--- src/rtl/intc_pkg.sv ---
package intc_pkg;
  localparam int unsigned NUM_SRC = 5;
  localparam int unsigned DATA_W  = 8;
  localparam int unsigned SYNC_N  = 2;

  typedef enum int unsigned {
    SRC_TMRA   = 0,
    SRC_TMRB   = 1,
    SRC_ALARM  = 2,
    SRC_SERIAL = 3,
    SRC_FLAG   = 4
  } src_e;
endpackage

--- src/rtl/intc_fall_detect.sv ---
module intc_fall_detect #(
  parameter int unsigned STAGES = 2
) (
  input  logic clk,
  input  logic rst_n,
  input  logic pin_i,
  output logic fall_o
);
  logic [STAGES-1:0] sync_q, sync_d;
  logic              last_q, last_d;

  always_comb begin
    sync_d = {sync_q[STAGES-2:0], pin_i};
    last_d = sync_q[STAGES-1];
  end

  always_ff @(posedge clk or negedge rst_n) begin
    if (!rst_n) begin
      sync_q <= '1;
      last_q <= 1'b1;
    end else begin
      sync_q <= sync_d;
      last_q <= last_d;
    end
  end

  assign fall_o = last_q & ~sync_q[STAGES-1];

  AST_FALL_SINGLE: assert property (@(posedge clk) disable iff (!rst_n)
    fall_o |=> !fall_o);
endmodule

--- src/rtl/intc_mask_reg.sv ---
module intc_mask_reg #(
  parameter int unsigned NUM_SRC = 5
) (
  input  logic               clk,
  input  logic               rst_n,
  input  logic               wr_en_i,
  input  logic               setsel_i,
  input  logic [NUM_SRC-1:0] bits_i,
  output logic [NUM_SRC-1:0] mask_o
);
  logic [NUM_SRC-1:0] mask_q, mask_d;
  logic               mask_en;

  always_comb begin
    mask_en = wr_en_i;
    if (setsel_i) mask_d = mask_q | bits_i;
    else          mask_d = mask_q & ~bits_i;
  end

  always_ff @(posedge clk or negedge rst_n) begin
    if (!rst_n)       mask_q <= '0;
    else if (mask_en) mask_q <= mask_d;
  end

  assign mask_o = mask_q;

  AST_MASK_SET: assert property (@(posedge clk) disable iff (!rst_n)
    (wr_en_i && setsel_i) |=> ((mask_o & $past(bits_i)) == $past(bits_i)));
  AST_MASK_CLR: assert property (@(posedge clk) disable iff (!rst_n)
    (wr_en_i && !setsel_i) |=> ((mask_o & $past(bits_i)) == '0));
  AST_MASK_UNMARKED: assert property (@(posedge clk) disable iff (!rst_n)
    wr_en_i |=> ((mask_o & ~$past(bits_i)) == ($past(mask_o) & ~$past(bits_i))));
  AST_MASK_HOLD: assert property (@(posedge clk) disable iff (!rst_n)
    !wr_en_i |=> $stable(mask_o));
endmodule

--- src/rtl/intc_status_reg.sv ---
module intc_status_reg #(
  parameter int unsigned NUM_SRC = 5
) (
  input  logic               clk,
  input  logic               rst_n,
  input  logic [NUM_SRC-1:0] evt_i,
  input  logic               clr_i,
  output logic [NUM_SRC-1:0] status_o
);
  logic [NUM_SRC-1:0] status_q, status_d;

  for (genvar i = 0; i < NUM_SRC; i++) begin : g_bit
    always_comb status_d[i] = evt_i[i] | (status_q[i] & ~clr_i);
  end

  always_ff @(posedge clk or negedge rst_n) begin
    if (!rst_n) status_q <= '0;
    else        status_q <= status_d;
  end

  assign status_o = status_q;

  AST_EVT_KEPT: assert property (@(posedge clk) disable iff (!rst_n)
    (|evt_i) |=> ((status_o & $past(evt_i)) == $past(evt_i)));
  AST_CLR_EMPTIES: assert property (@(posedge clk) disable iff (!rst_n)
    (clr_i && evt_i == '0) |=> (status_o == '0));
  AST_NO_DROP: assert property (@(posedge clk) disable iff (!rst_n)
    !clr_i |=> ((status_o & $past(status_o)) == $past(status_o)));
endmodule

--- src/rtl/intc_setclr.sv ---
module intc_setclr
  import intc_pkg::*;
#(
  parameter int unsigned SRC_N = NUM_SRC,
  parameter int unsigned BUS_W = DATA_W,
  parameter int unsigned SYNC  = SYNC_N
) (
  input  logic             clk,
  input  logic             rst_n,
  input  logic             tmra_evt_i,
  input  logic             tmrb_evt_i,
  input  logic             alarm_evt_i,
  input  logic             serial_evt_i,
  input  logic             flag_n_i,
  input  logic             sel_i,
  input  logic             wr_i,
  input  logic [BUS_W-1:0] wdata_i,
  output logic [BUS_W-1:0] rdata_o,
  output logic             irq_n_o
);
  localparam int unsigned PAD_W = BUS_W - 1 - SRC_N;

  logic             rd_en, wr_en, flag_fall, pending;
  logic [SRC_N-1:0] evt_vec, mask, status;
  logic             unused_wbits;

  assign rd_en = sel_i & ~wr_i;
  assign wr_en = sel_i & wr_i;
  assign unused_wbits = ^wdata_i[BUS_W-2:SRC_N];

  intc_fall_detect #(.STAGES(SYNC)) u_flag (
    .clk    (clk),
    .rst_n  (rst_n),
    .pin_i  (flag_n_i),
    .fall_o (flag_fall)
  );

  always_comb begin
    evt_vec             = '0;
    evt_vec[SRC_TMRA]   = tmra_evt_i;
    evt_vec[SRC_TMRB]   = tmrb_evt_i;
    evt_vec[SRC_ALARM]  = alarm_evt_i;
    evt_vec[SRC_SERIAL] = serial_evt_i;
    evt_vec[SRC_FLAG]   = flag_fall;
  end

  intc_mask_reg #(.NUM_SRC(SRC_N)) u_mask (
    .clk      (clk),
    .rst_n    (rst_n),
    .wr_en_i  (wr_en),
    .setsel_i (wdata_i[BUS_W-1]),
    .bits_i   (wdata_i[SRC_N-1:0]),
    .mask_o   (mask)
  );

  intc_status_reg #(.NUM_SRC(SRC_N)) u_status (
    .clk      (clk),
    .rst_n    (rst_n),
    .evt_i    (evt_vec),
    .clr_i    (rd_en),
    .status_o (status)
  );

  assign pending = |(status & mask);
  assign rdata_o = {pending, {PAD_W{1'b0}}, status};
  assign irq_n_o = ~pending;

  AST_IRQ_RAISE: assert property (@(posedge clk) disable iff (!rst_n)
    ((|(evt_vec & mask)) && !wr_en) |=> !irq_n_o);
  AST_IRQ_RELEASE: assert property (@(posedge clk) disable iff (!rst_n)
    (rd_en && evt_vec == '0) |=> (irq_n_o && !rdata_o[BUS_W-1]));
  AST_WRITE_KEEPS_STATUS: assert property (@(posedge clk) disable iff (!rst_n)
    (wr_en && evt_vec == '0) |=> (rdata_o[SRC_N-1:0] == $past(rdata_o[SRC_N-1:0])));
endmodule

--- config.mk ---
export PLATFORM = sky130hd
export DESIGN_NAME = intc_setclr
export DESIGN_NICKNAME = d
export VERILOG_FILES = /design/src/rtl/intc_pkg.sv /design/src/rtl/intc_fall_detect.sv /design/src/rtl/intc_mask_reg.sv /design/src/rtl/intc_status_reg.sv /design/src/rtl/intc_setclr.sv
export SDC_FILE = /design/constraint.sdc
export NUM_CORES = 1
export LEC_CHECK = 0
export BUFFER_PORTS_ARGS = -buffer_cell sky130_fd_sc_hd__buf_2
export CORE_AREA = 5 5 42 44
export CTS_BUF_LIST = sky130_fd_sc_hd__clkbuf_8 sky130_fd_sc_hd__clkbuf_16
export DETAILED_ROUTE_END_ITERATION = 6
export DIE_AREA = 0 0 47 49
export PLACE_DENSITY = 0.73
export SLEW_MARGIN = 20
export SYNTH_ARGS = -nofsm -noshare
export SYNTH_HDL_FRONTEND = slang
export SYNTH_SLANG_ARGS = --single-unit
--- constraint.sdc ---
create_clock -name clk -period 1.5 [get_ports clk]
set_input_delay 0.075 -clock clk [delete_from_list [all_inputs] [get_ports clk]]
set_output_delay 0.075 -clock clk [all_outputs]
set_load 0.005 [all_outputs]
Word level (Yosys, flattened, before mapping)

Cells that the tools add are included.

Output and inout port bits: 9
Input port bits: 17
Logic and storage cells: 27
Memory bits (writable): 0
Bits in read-only memories: 0
Latch bits: 0
Memories: 0
Bits in registers: 13

Order comparisons: 0
Reductions and logical operators: 1
Eq/ne operators: 0
Div/mod/pow operators: 0
$mul: 0
Add/subtract/negate cells: 0
Multiplexer cells: 1
Shift operators: 0
Bitwise operators: 21

Operators with widths:

| cell               | count |
|---|---|
| 5-bit bitwise AND  | 2 |
| 1-bit bitwise AND  | 8 |
| 5-bit two-way mux  | 1 |
| 5-bit NOT          | 1 |
| 1-bit bitwise OR   | 5 |
| 5-bit bitwise OR   | 1 |
| 5-bit OR reduction | 1 |
| 1-bit NOT          | 4 |

Longest topological paths before layout

Word-level depth: 5
Gate-level depth with buffers: 3
Gate-level depth less buffers: 2

Modules after synthesis

Synthesis repeated with hierarchy kept, for this count alone.

Cells, all modules: 40
Area total of the unflattened synthesis: 525.5 um^2

By module, submodules not included:

| module           | times used | cells an instance | area each (um^2) |
|---|---|---|---|
| intc_mask_reg    | 1          | 15                | 200.2 |
| intc_status_reg  | 1          | 11                | 166.4 |
| intc_fall_detect | 1          | 4                 | 92.6 |
| intc_setclr      | 1          | 10                | 66.3 |

Least setup slack after synthesis

OpenSTA, ideal clock, no wires.

Path type: register to output
Start point: reg u_status.status_q[0], in the netlist u_status.status_o[0]
End point: out rdata_o[7]
Required time: 1.425 ns
Arrival time: 0.924 ns
Setup slack: 0.501 ns
Buffers on the path: 1
Stages on the path, launching flop included: 4
Cells stage by stage: dfrtp_1 a222oi_1 nand2_1 buf_4

Longest elaborated chain between the ends: 2

RTL lines:

| item                     | RTL line              | RTL |
|---|---|---|
| start: declaration       | intc_status_reg.sv:10 | `logic [NUM_SRC-1:0] status_q, status_d;` |
| start signal: assignment | intc_status_reg.sv:18 | `else status_q <= status_d;` |
| 5-bit bitwise AND        | intc_setclr.sv:64     | `assign pending = \|(status & mask);` |
| 5-bit OR reduction       | intc_setclr.sv:64     |  |
| end: declaration         | intc_setclr.sv:18     | `output logic [BUS_W-1:0] rdata_o,` |

Every way passes these cells.

==> summary.md <==
| Metric | Value |
|---|---|
| Outcome | completed |
| Area occupied by multi-input gates | 161 um^2 |
| Largest cells by area after synthesis | dfrtp_1, dfstp_2, mux2_1, a21o_1, nand3_1 |
| Post-place setup slack | 0.409 ns |
| Slew Limit Fails | 0 |
| Static Leak | 0.327 nW |
| Initial drt markers | 5 |
| Average wire per standard cell | 12.8 um |
| Final Net Count | 81 |
| Via Count | 366 |
| Commonest non-fill, non-tap cell in the layout | buf_2 |
| Reg power frac | 0.508 |
| Busiest grt layer | met2 |
| Critical path class | flop to output pin |
| CP endpoint kind | output pin |
| Sw Share | 0.225 |
| Setup crit start kind | flop |
| CTS tree | yes |
| Die W | 47 um |
| Height of the die | 49 um |
| Max Cap Violations | 0 |
| Later-pin clock latency in the skew report | 0.23 ns |
| Final setup fails | 0 |
| Fraction of final layout cells sized beyond drive strength 1 | 0.429 |
| Pint | 0.636 mW |
| Initial antenna violation count | 0 |
| Boundary Pins | 26 |
| Netlist cell types | 14 |
| Setup TNS Final | 0 ns |
| Starting Density | 0.366 |
| DRC | 0 |
| Sw Pwr | 0.185 mW |
| Final WS setup | 0.157 ns |
| Cells after synthesis | 38 |
| CTS Root Cell | clkbuf_8 |
| Post-DP HPWL | 785 um |
| # port buffers | 21 |
| Reg area | 329 um^2 |
| Post-synthesis register bit count | 13 |
| TritonCTS buffer count | 3 |
| P&R area growth vs syn | 33.4% |
| H-Tree Depth | 1 |
| Crit-path max FO | 2 |
| Peak supply drop | 0.504 mV |
| Deepest clock path buffer count | 2 |
| Antenna Nets Post-Route | 0 |
| Clock power frac | 0.361 |
| Setup Skew | 0.000366 ns |
| Combinational share of power | 0.130 |
| Final Critical Period | 1.34 ns |
| Fmax | 745 MHz |
| Met3 Usage GRT | 0.0443 |
| Yosys warns | 0 |
| Seq/Total Area, Yosys | 0.641 |
| Fillers | 134 |
| Total gr overflow | 0 |
| Clock Sinks | 13 |
| Die Footprint | 2300 um^2 |
| Most area-hungry cell type in the Yosys netlist | dfrtp_1 |
| Number of hold violations in the final report | 0 |
| Total Wirelength | 1010 um |
| Met2 GRT Util | 0.131 |
| Share of the synthesized area in the top cell type | 0.488 |
| Placeable Area | 1400 um^2 |
| First-pass GRT wire length | 1630 um |
| PostCTS Resize Cnt | 0 |
| GR Util met1 | 0.125 |
| Row cnt | 14 |
| Cell Area, Synth | 513 um^2 |
| GP Congestion | 0.676 |
| Total global-route track usage | 0.102 |
| Via/cell ratio | 4.63 |
| Crit share post-route | 0.895 |
| Vias in the first global route | 385 |
| Drt pass-1 iters | 5 |
| Worst path required time | 1.42 ns |
| PD cells | 1200 nW/um^2 |
| Pin count of the biggest net entering global routing | 14 |
| Clk pin slew, worst setup/hold paths | 0.05 ns |
| Post-synthesis area per instance | 13.5 um^2 |
| Antenna cells | 0 |
| RSZ-0062 raised after global routing | no |
| Commonest non-fill, non-tap cells in the layout | buf_2, dfrtp_1, nand3_1, mux2_1, a21o_1 |
| Hold Path Class | input pin to flop |
| Crit path DAT | 1.27 ns |
-- final cells by class --
cell class	instances	share of cell area
inverters	1	0.00548
clock inverters	1	0.00548
well taps	16	0.0293
clock buffers	3	0.0603
multi-input cells	22	0.236
repair buffers	23	0.183
flip-flops and latches	13	0.481
-- metal layers --
metal	vias to the layer above	wire length (um)
met2	16	446
met4	0	19
met3	2	101
met1	168	444
met5	-	0
li1	180	-
-- power by group through the flow --
stage	Combinational, mW	Clock, mW	Sequential (mW)
after detailed placement	0.105	0	0.424
after CTS	0.110	0.312	0.418
after global placement	0.102	0	0.421
after floorplan	0.0596	0	0.418
after global routing	0.123	0.331	0.421
final	0.107	0.296	0.417
-- kinds of logic (layout without fill, tap and decap cells) --
group | Yosys count | count (layout) | synth area share
DFF | 13 | 13 | 0.641
muxes | 5 | 5 | 0.110
AOI/OAI and AO/OA | 7 | 7 | 0.110
and+or+nand+nor | 8 | 8 | 0.0805
buffers and inverters | 4 | 28 | 0.0512
other | 1 | 2 | 0.00731
-- synthesized netlist by cell type --
cell and number:
dfrtp_1 10, mux2_1 5, nand3_1 5, a21o_1 4, buf_4 3, dfstp_2 3
a222oi_1 1, a22o_1 1, a22oi_1 1, and2_1 1, conb_1 1, inv_1 1
nand2_1 1, nand2b_1 1
-- stage by stage --
step	cell area, um^2	hold WS [ns]	cells	utilization	power, mW
2_1_floorplan	517	-0.221	39	-	0.478
3_3_place_gp	619	-0.0331	73	0.442	0.523
3_5_place_dp	619	-0.0204	73	0.442	0.529
4_1_cts	684	0.0102	79	0.488	0.840
5_1_grt	684	0.0109	79	0.488	0.875
6_report	684	0.0170	79	0.488	0.820
-- critical path: stages (launching register included) --
cell	delay, ns
dfrtp_1	0.38
a222oi_1	0.38
and2_1	0.18
buf_2	0.11
-- what timing repair did --
item | in CTS | in global routing
hold buffers | 2 | 0
hold endpoints to repair | 14 | 0
setup buffers | 0 | 0
-- path summary, 6_finish.rpt --
path                             startpoint              endpoint  slack (ns)  cells past startpoint
min in group asynchronous             rst_n             async pin        0.25                      2
max reg2reg                u_flag.sync_q[1]  u_status.status_o[4]        0.62                      2
max in group asynchronous             rst_n      u_flag.sync_q[0]        0.97                      2
min                            serial_evt_i  u_status.status_o[3]        0.02                      2
min reg2reg                u_flag.sync_q[0]      u_flag.sync_q[1]        0.35                      0
max                                    flop               irq_n_o        0.16                      3
Note: power is estimated with default switching activity, not from simulation.
